**src/rtl/pattern_edge_trigger.sv**
```systemverilog
module pattern_edge_trigger #(
  parameter int WIDTH     = 16,
  parameter int EDGE_SRCS = 16,
  parameter int CHECK_LEN = 4,
  parameter int IDXW      = 16,
  localparam int SELW = (EDGE_SRCS > 1) ? $clog2(EDGE_SRCS) : 1,
  localparam int CNTW = (CHECK_LEN > 1) ? $clog2(CHECK_LEN) : 1
) (
  input  logic             clk,
  input  logic             rst_n,
  input  logic             arm,
  input  logic             in_valid,
  input  logic [WIDTH-1:0] in_data,
  input  logic [WIDTH-1:0] cfg_value,
  input  logic [WIDTH-1:0] cfg_care,
  input  logic             cfg_ea_en,
  input  logic [SELW-1:0]  cfg_ea_sel,
  input  logic             cfg_ea_rise,
  input  logic             cfg_eb_en,
  input  logic [SELW-1:0]  cfg_eb_sel,
  input  logic             cfg_eb_rise,
  output logic             trig,
  output logic [IDXW-1:0]  trig_index
);

  logic [EDGE_SRCS-1:0] prev;
  logic                 prev_ok;
  logic                 seen_a, seen_b;
  logic [CNTW-1:0]      slot;
  logic [IDXW-1:0]      count;

  wire [EDGE_SRCS-1:0] cur = in_data[EDGE_SRCS-1:0];

  wire pat_ok = ((in_data ^ cfg_value) & cfg_care) == '0;

  wire edge_a = prev_ok && (cur[cfg_ea_sel] != prev[cfg_ea_sel])
                        && (cur[cfg_ea_sel] == cfg_ea_rise);
  wire edge_b = prev_ok && (cur[cfg_eb_sel] != prev[cfg_eb_sel])
                        && (cur[cfg_eb_sel] == cfg_eb_rise);

  wire first_slot = (slot == '0);
  wire last_slot  = (slot == CNTW'(CHECK_LEN - 1));
  wire a_win = edge_a || (seen_a && !first_slot);
  wire b_win = edge_b || (seen_b && !first_slot);

  logic edge_ok;
  always_comb begin
    case ({cfg_ea_en, cfg_eb_en})
      2'b11:   edge_ok = a_win && b_win;
      2'b10:   edge_ok = edge_a;
      2'b01:   edge_ok = edge_b;
      default: edge_ok = 1'b1;
    endcase
  end

  wire fire = in_valid && pat_ok && edge_ok;

  always_ff @(posedge clk) begin
    if (!rst_n || arm) begin
      prev       <= '0;
      prev_ok    <= 1'b0;
      seen_a     <= 1'b0;
      seen_b     <= 1'b0;
      slot       <= '0;
      count      <= '0;
      trig       <= 1'b0;
      trig_index <= '0;
    end else if (in_valid) begin
      prev    <= cur;
      prev_ok <= 1'b1;
      seen_a  <= a_win;
      seen_b  <= b_win;
      slot    <= last_slot ? '0 : slot + 1'b1;
      count   <= count + 1'b1;
      if (!trig && fire) begin
        trig       <= 1'b1;
        trig_index <= count;
      end
    end
  end

  assert_trig_sticky_R9: assert property (@(posedge clk) disable iff (!rst_n)
    (trig && !arm) |=> trig);

  assert_index_hold_R9: assert property (@(posedge clk) disable iff (!rst_n)
    (trig && !arm) |=> $stable(trig_index));

  assert_arm_clears_R10: assert property (@(posedge clk) disable iff (!rst_n)
    arm |=> (!trig && trig_index == '0));

  assert_rise_needs_valid_R4: assert property (@(posedge clk) disable iff (!rst_n)
    $rose(trig) |-> $past(in_valid));

  assert_rise_needs_pattern_R2: assert property (@(posedge clk) disable iff (!rst_n)
    $rose(trig) |-> ((($past(in_data) ^ $past(cfg_value)) & $past(cfg_care)) == '0));

endmodule

```
**config.mk**
```make
export PLATFORM = sky130hd
export DESIGN_NAME = pattern_edge_trigger
export DESIGN_NICKNAME = d
export VERILOG_FILES = /design/src/rtl/pattern_edge_trigger.sv
export SDC_FILE = /design/constraint.sdc
export NUM_CORES = 1
export LEC_CHECK = 0
export ABC_AREA = 1
export BUFFER_PORTS_ARGS = -buffer_cell sky130_fd_sc_hd__buf_2
export CAP_MARGIN = 20
export CORE_ASPECT_RATIO = 1.25
export CORE_UTILIZATION = 58
export DETAILED_ROUTE_END_ITERATION = 7
export PLACE_DENSITY = 0.86
export SLEW_MARGIN = 10
export SYNTH_ARGS = -nofsm -noshare
export SYNTH_HDL_FRONTEND = slang
export SYNTH_SLANG_ARGS = --single-unit
```
**constraint.sdc**
```tcl
create_clock -name clk -period 4.3 [get_ports clk]
set_clock_uncertainty 0.1 [all_clocks]
set_input_delay 0.43 -clock clk [delete_from_list [all_inputs] [get_ports clk]]
set_output_delay 0.43 -clock clk [all_outputs]
set_load 0.01 [all_outputs]
```
; Yosys cells after proc, flatten, opt, wreduce, memory -nomap -nowiden
; Cells that the tools add are included.
[totals]
ram_bits = 0
reg_bits = 54
output_inout_bits = 17
latchBits = 0
elab_cells = 51
in_bits = 64
memories = 0
romBits = 0
[classes]
multipliers = 0
n_eq_ne = 8
n_addsub = 2
muxes = 10
n_reduce_logical = 19
div = 0
n_lt_le_gt_ge = 2
shift = 0
n_bitwise = 2
[ops]
columns = operator, count
row1 = $add 16x1->16 const B, 1
row2 = $and 16x16->16, 1
row3 = $bmux 1 s4, 4
row4 = $logic_not 16->1, 1
row5 = $xor 16x16->16, 1
row6 = $logic_and 1x1->1, 10
row7 = $lt 4x5->1 const B, 2
row8 = $eq 2x2->1 const B, 3
row9 = $mux 1, 4
row10 = $logic_not 1->1, 3
row11 = $logic_or 1x1->1, 3
row12 = $pmux 1 s3, 1
row13 = $add 2x1->2 const B, 1
row14 = $eq 1x1->1, 2
row15 = $eq 2x1->1 const B, 1
row16 = $logic_not 2->1, 1
row17 = $mux 2, 1
row18 = $ne 1x1->1, 2
row19 = $reduce_and 2->1, 1

; Longest topological paths before layout
[logic_depth]
depth_word = 11
depth_mapped = 18
ltp_nobuf = 15

; Worst setup path before layout
; OpenSTA, ideal clock, no wires.
[synth_path]
kind = input -> register
from = input port cfg_eb_sel[0]
to = register trig_index[0]
t_arrival_ns = 1.766
setup_time_ns = 0.115
required_ns = 4.085
path_slack_ns = 2.319
path_buffers = 3
cell_stages = 17
cell_sequence = buf_4 > buf_4 > nand2_1 > nand3_1 > nand3_1 > nand3_1 > nand2_1 > inv_1 > nand2_1 > nand3_1 > nand2_1 > nand3_2 > nand2_4 > buf_6 > nand3_1 > nand2_1 > nor2_1
[synth_between]
elab_chain_len = 11
elab_cells_between_ends = 14
cone_classes = eq/ne: 2 / mux: 5 / reduce/logical: 7
[synth_rtl]
columns = item, line_no
row1 = from (decl), 20  ; input logic [SELW-1:0] cfg_eb_sel,
row2 = "$bmux 1 s4, on equally long branches", "38, 39"
row3 = "$mux 1, on equally long branches", "38, 39"
row4 = $ne 1x1->1, 38  ; wire edge_b = prev_ok && (cur[cfg_eb_sel] != prev[cfg_eb_sel])
row5 = $logic_and 1x1->1, 38
row6 = $logic_and 1x1->1 *, 39  ; && (cur[cfg_eb_sel] == cfg_eb_rise);
row7 = $logic_or 1x1->1, 44  ; wire b_win = edge_b || (seen_b && !first_slot);
row8 = $logic_and 1x1->1, 49  ; 2'b11: edge_ok = a_win && b_win;
row9 = $pmux 1 s3 *, 48  ; case ({cfg_ea_en, cfg_eb_en})
row10 = $logic_and 1x1->1 *, 56  ; wire fire = in_valid && pat_ok && edge_ok;
row11 = $logic_and 1x1->1 *, 75  ; if (!trig && fire) begin
row12 = $reduce_and 2->1 (no line) *, n/a
row13 = to (signal assigned), 77  ; trig_index <= count;
row14 = to (decl), 23  ; output logic [IDXW-1:0] trig_index
; Mark *: on every way between the ends. The rest lies on a longest branch, timed or not. The select of a mux whose other input is x is not followed.
; A chain may end at the register's enable or synchronous reset.

; Final worst setup path
[layout_path]
from = input port in_valid
to = register trig_index[8]
[layout_between]
elab_chain_len = 4
[layout_rtl]
columns = item, line_no
row1 = from (decl), 12  ; input logic in_valid,
row2 = $logic_and 1x1->1 (2 in a row), 56
row3 = $logic_and 1x1->1, 75
row4 = $reduce_and 2->1 (no line) *, n/a
; Mark *: on every way between the ends. The rest lies on a longest branch, timed or not.

==> results.md <==
- Outcome: complete, no violations
- Post-CTS Setup Bufs: 0
- Syn Area/Cell: between 6 and 7 um2
- HP Start: in_data[0]
- Crit path kind: in -> reg
- GP Congestion: between 0.9 and 1
- # diodes: 0
- Synth Net Count: approximately 600
- GRT overflow: 0
- Mapped Cells: 532
- Warnings from Yosys: 0
- Leakage: roughly 1.8 nW
- # IOs: ~80
- Clk root buf: clkbuf_8
- Worst-Skew Late Latency: about 0.31 ns
- Logic pwr share: 0.174
- First-pass GRT wire length: 14.4 mm
- Remaining DRCs: 0
- Hold_buf cts: 0
- FP Rows: 30
- Cell Area, Synth: ~3300 um2
- CP arrival: between 2 and 3 ns
- DRT iter0 DRCs: around 400
- Number of synthesized register bits: between 50 and 60
- Drt pass-1 iters: 6
- Min setup slack post-route: ~1.5 ns
- Final Hold Viols: 0
- Total Power: around 1.1 mW
- Maximum vdd drop: between 0.2 and 0.3 mV
- Seq/Total Area, Yosys: 0.326
- CTS tree: done
- Hpwl dp: 6.71 mm
- Clock Sink Count: between 50 and 60
- Post-route cell area: between 3000 and 4000 um2
- Num CTS Buffers: 5
- Hold endpoint: prev[0]
- Worst-path clk slew: roughly 0.10 ns
- Vias in the first global route: 3200
- Initial antenna violation count: 0
- Final period util: 0.644
- FF-to-FF End: count[14]
- Area grow syn2layout: 13.8%
- Flop pwr share: 0.486
- Die width: ~70 um
- Setup TNS Final: 0 ns
- Max Clk Rate: about 0.36 GHz
- Psw: approximately 0.29 mW
- Die area: roughly 6000 um2
- DRT antenna net count: 0
- Max Cap Viol: 0
- Async set-reset flop share out of synthesis: 0
- Clock Tree Buf Depth: 2
- Final nets: between 600 and 700
- RSZ-0062 raised after global routing: false
- Int Power: roughly 0.77 mW
- Placed cell area: around 3700 um2
- Share of cells above drive strength 1: 0.186
- Setup crit end kind: flop
- Worst reg2reg setup slack: 2.00 ns
- Final WL: between 8 and 9 mm
- Ys flop type: dfxtp_1
- DP Worst Slack: about 1.3 ns
- Crit Path Max Fanout: 39
- Sw frac: 0.273
- Post-synth EDFFs: 0
- DR vias/cell: 5.53
- Final Critical Period: 2.77 ns
- Hold Path Depth: 3
- Synth cell types: 32
- Slew Viols, Final: 0
- Worst endpoint required time: 4.42 ns
- Starting Density: 0.605
- Core Region: between 5000 and 6000 um2
- Global-route usage over all layers: 0.300
- Clock power frac: 0.340
- Port bufs: 80
- Endpoints failing setup: 0
- Post-CTS Resized: 0
- R2R cell count: 10
- Die height: 86.6 um
- Startpoint Class: input port
- Wirelength per Cell: approximately 13 um
- Routed vias: about 3700
- Hold/Removal Path Class: in -> reg
- H-tree depth: 2
- Worst reg2reg startpoint: count[1]
- Largest net degree at the start of global routing: 44
- Power per cell area: approximately 280 nW/um2
- Relative slew slack: 0.566
- Worst slew pin tran: around 0.65 ns
-- registers in the layout, indices dropped and copies added (netlist names) --
| register | flops |
|---|---|
| count | 16 |
| prev | 16 |
| prev_ok | 1 |
| seen_a | 1 |
| seen_b | 1 |
| slot | 2 |
| trig | 1 |
| trig_index | 16 |
-- cell families (layout without fill, tap and decap cells) --
group,count (synthesis),after routing,synth area share
compound gates,85,85,0.134
xor+xnor,2,2,0.00528
fa+ha+maj,3,3,0.0113
buf+inv,97,163,0.132
flops,54,54,0.326
simple gates,291,291,0.392
-- critical path: stages --
cell,delay (ns)
buf_2,0.47
inv_1,0.34
nor3_1,0.48
and3_1,0.23
nand4_1,0.10
nor2_2,0.50
nand3_1,0.18
nand2_1,0.10
nor2_1,0.04
-- power groups by stage --
stage / sequential (mW) / clock (mW) / combinational [mW]
detailed placement: 0.526 / 0 / 0.181
floorplan: 0.524 / 0 / 0.127
global placement: 0.526 / 0 / 0.178
CTS: 0.514 / 0.363 / 0.182
finish: 0.515 / 0.361 / 0.184
global route: 0.516 / 0.385 / 0.208
-- cells in the mapped netlist (2+ instances only) --
| master | n | area, um2 |
|---|---|---|
| dfxtp_1 | 54 | 1080 |
| nor2_2 | 3 | 18.8 |
| inv_4 | 2 | 12.5 |
| a21oi_1 | 49 | 245 |
| o21ai_0 | 29 | 145 |
| nand2_1 | 131 | 492 |
| nor2_1 | 33 | 124 |
| xor2_1 | 2 | 17.5 |
| buf_2 | 3 | 15.0 |
| nor4_1 | 4 | 25.0 |
| nand4_1 | 4 | 25.0 |
| or2_1 | 2 | 12.5 |
| inv_1 | 68 | 255 |
| nand3_1 | 89 | 445 |
| buf_6 | 7 | 78.8 |
| inv_2 | 3 | 11.3 |
| buf_4 | 3 | 22.5 |
| nor3_1 | 10 | 50.1 |
| o21a_1 | 3 | 22.5 |
| or2_2 | 10 | 62.6 |
| clkbuf_1 | 10 | 37.5 |
| ha_1 | 3 | 37.5 |
-- worst max path at each step --
stage                  startpoint       endpoint  slack, ns  cells past startpoint
floorplan           cfg_eb_sel[0]  trig_index[0]       2.32                     17
global placement         in_valid  trig_index[3]       1.44                      9
detailed placement       in_valid  trig_index[8]       1.25                      9
CTS                      in_valid  trig_index[8]       1.57                      9
global route             in_valid  trig_index[4]       1.25                      9
finish                   in_valid  trig_index[8]       1.53                      9
-- metrics by stage --
stage | hold WS, ns | util | std cells
finish | 0.338 | 0.689 | 662
global route | 0.348 | 0.689 | 662
CTS | 0.333 | 0.689 | 662
global placement | 0.359 | 0.667 | 654
floorplan | 0.343 | - | 532
detailed placement | 0.368 | 0.667 | 654
-- layer usage --
layer  part of all wire  routed length (um)  GRT usage
met5                  0                   0          0
met4              0.046                 411      0.155
met3              0.052                 466     0.0395
met2               0.50                4460      0.531
met1               0.40                3560      0.357
-- cell usage in the layout, fill, tap and decap left out, types with 6 or more instances in the layout --
cell,Yosys,final
nor2_1,33,32
nor3_1,10,10
nand3_1,89,89
nand2_1,131,131
a21oi_1,49,49
buf_2,3,80
dfxtp_1,54,54
or2_2,10,10
inv_1,68,68
o21ai_0,29,29
clkbuf_8,0,6
-- layout make-up --
cell class	count	area (um2)
clock buffer	6	82.6
clock inverter	2	38.8
fill	517	1710
inverter	74	283
multi-input combinational	381	1800
sequential	54	1080
tap	64	80.1
timing repair buffer	81	408
Power figures use the tool's default switching activity.
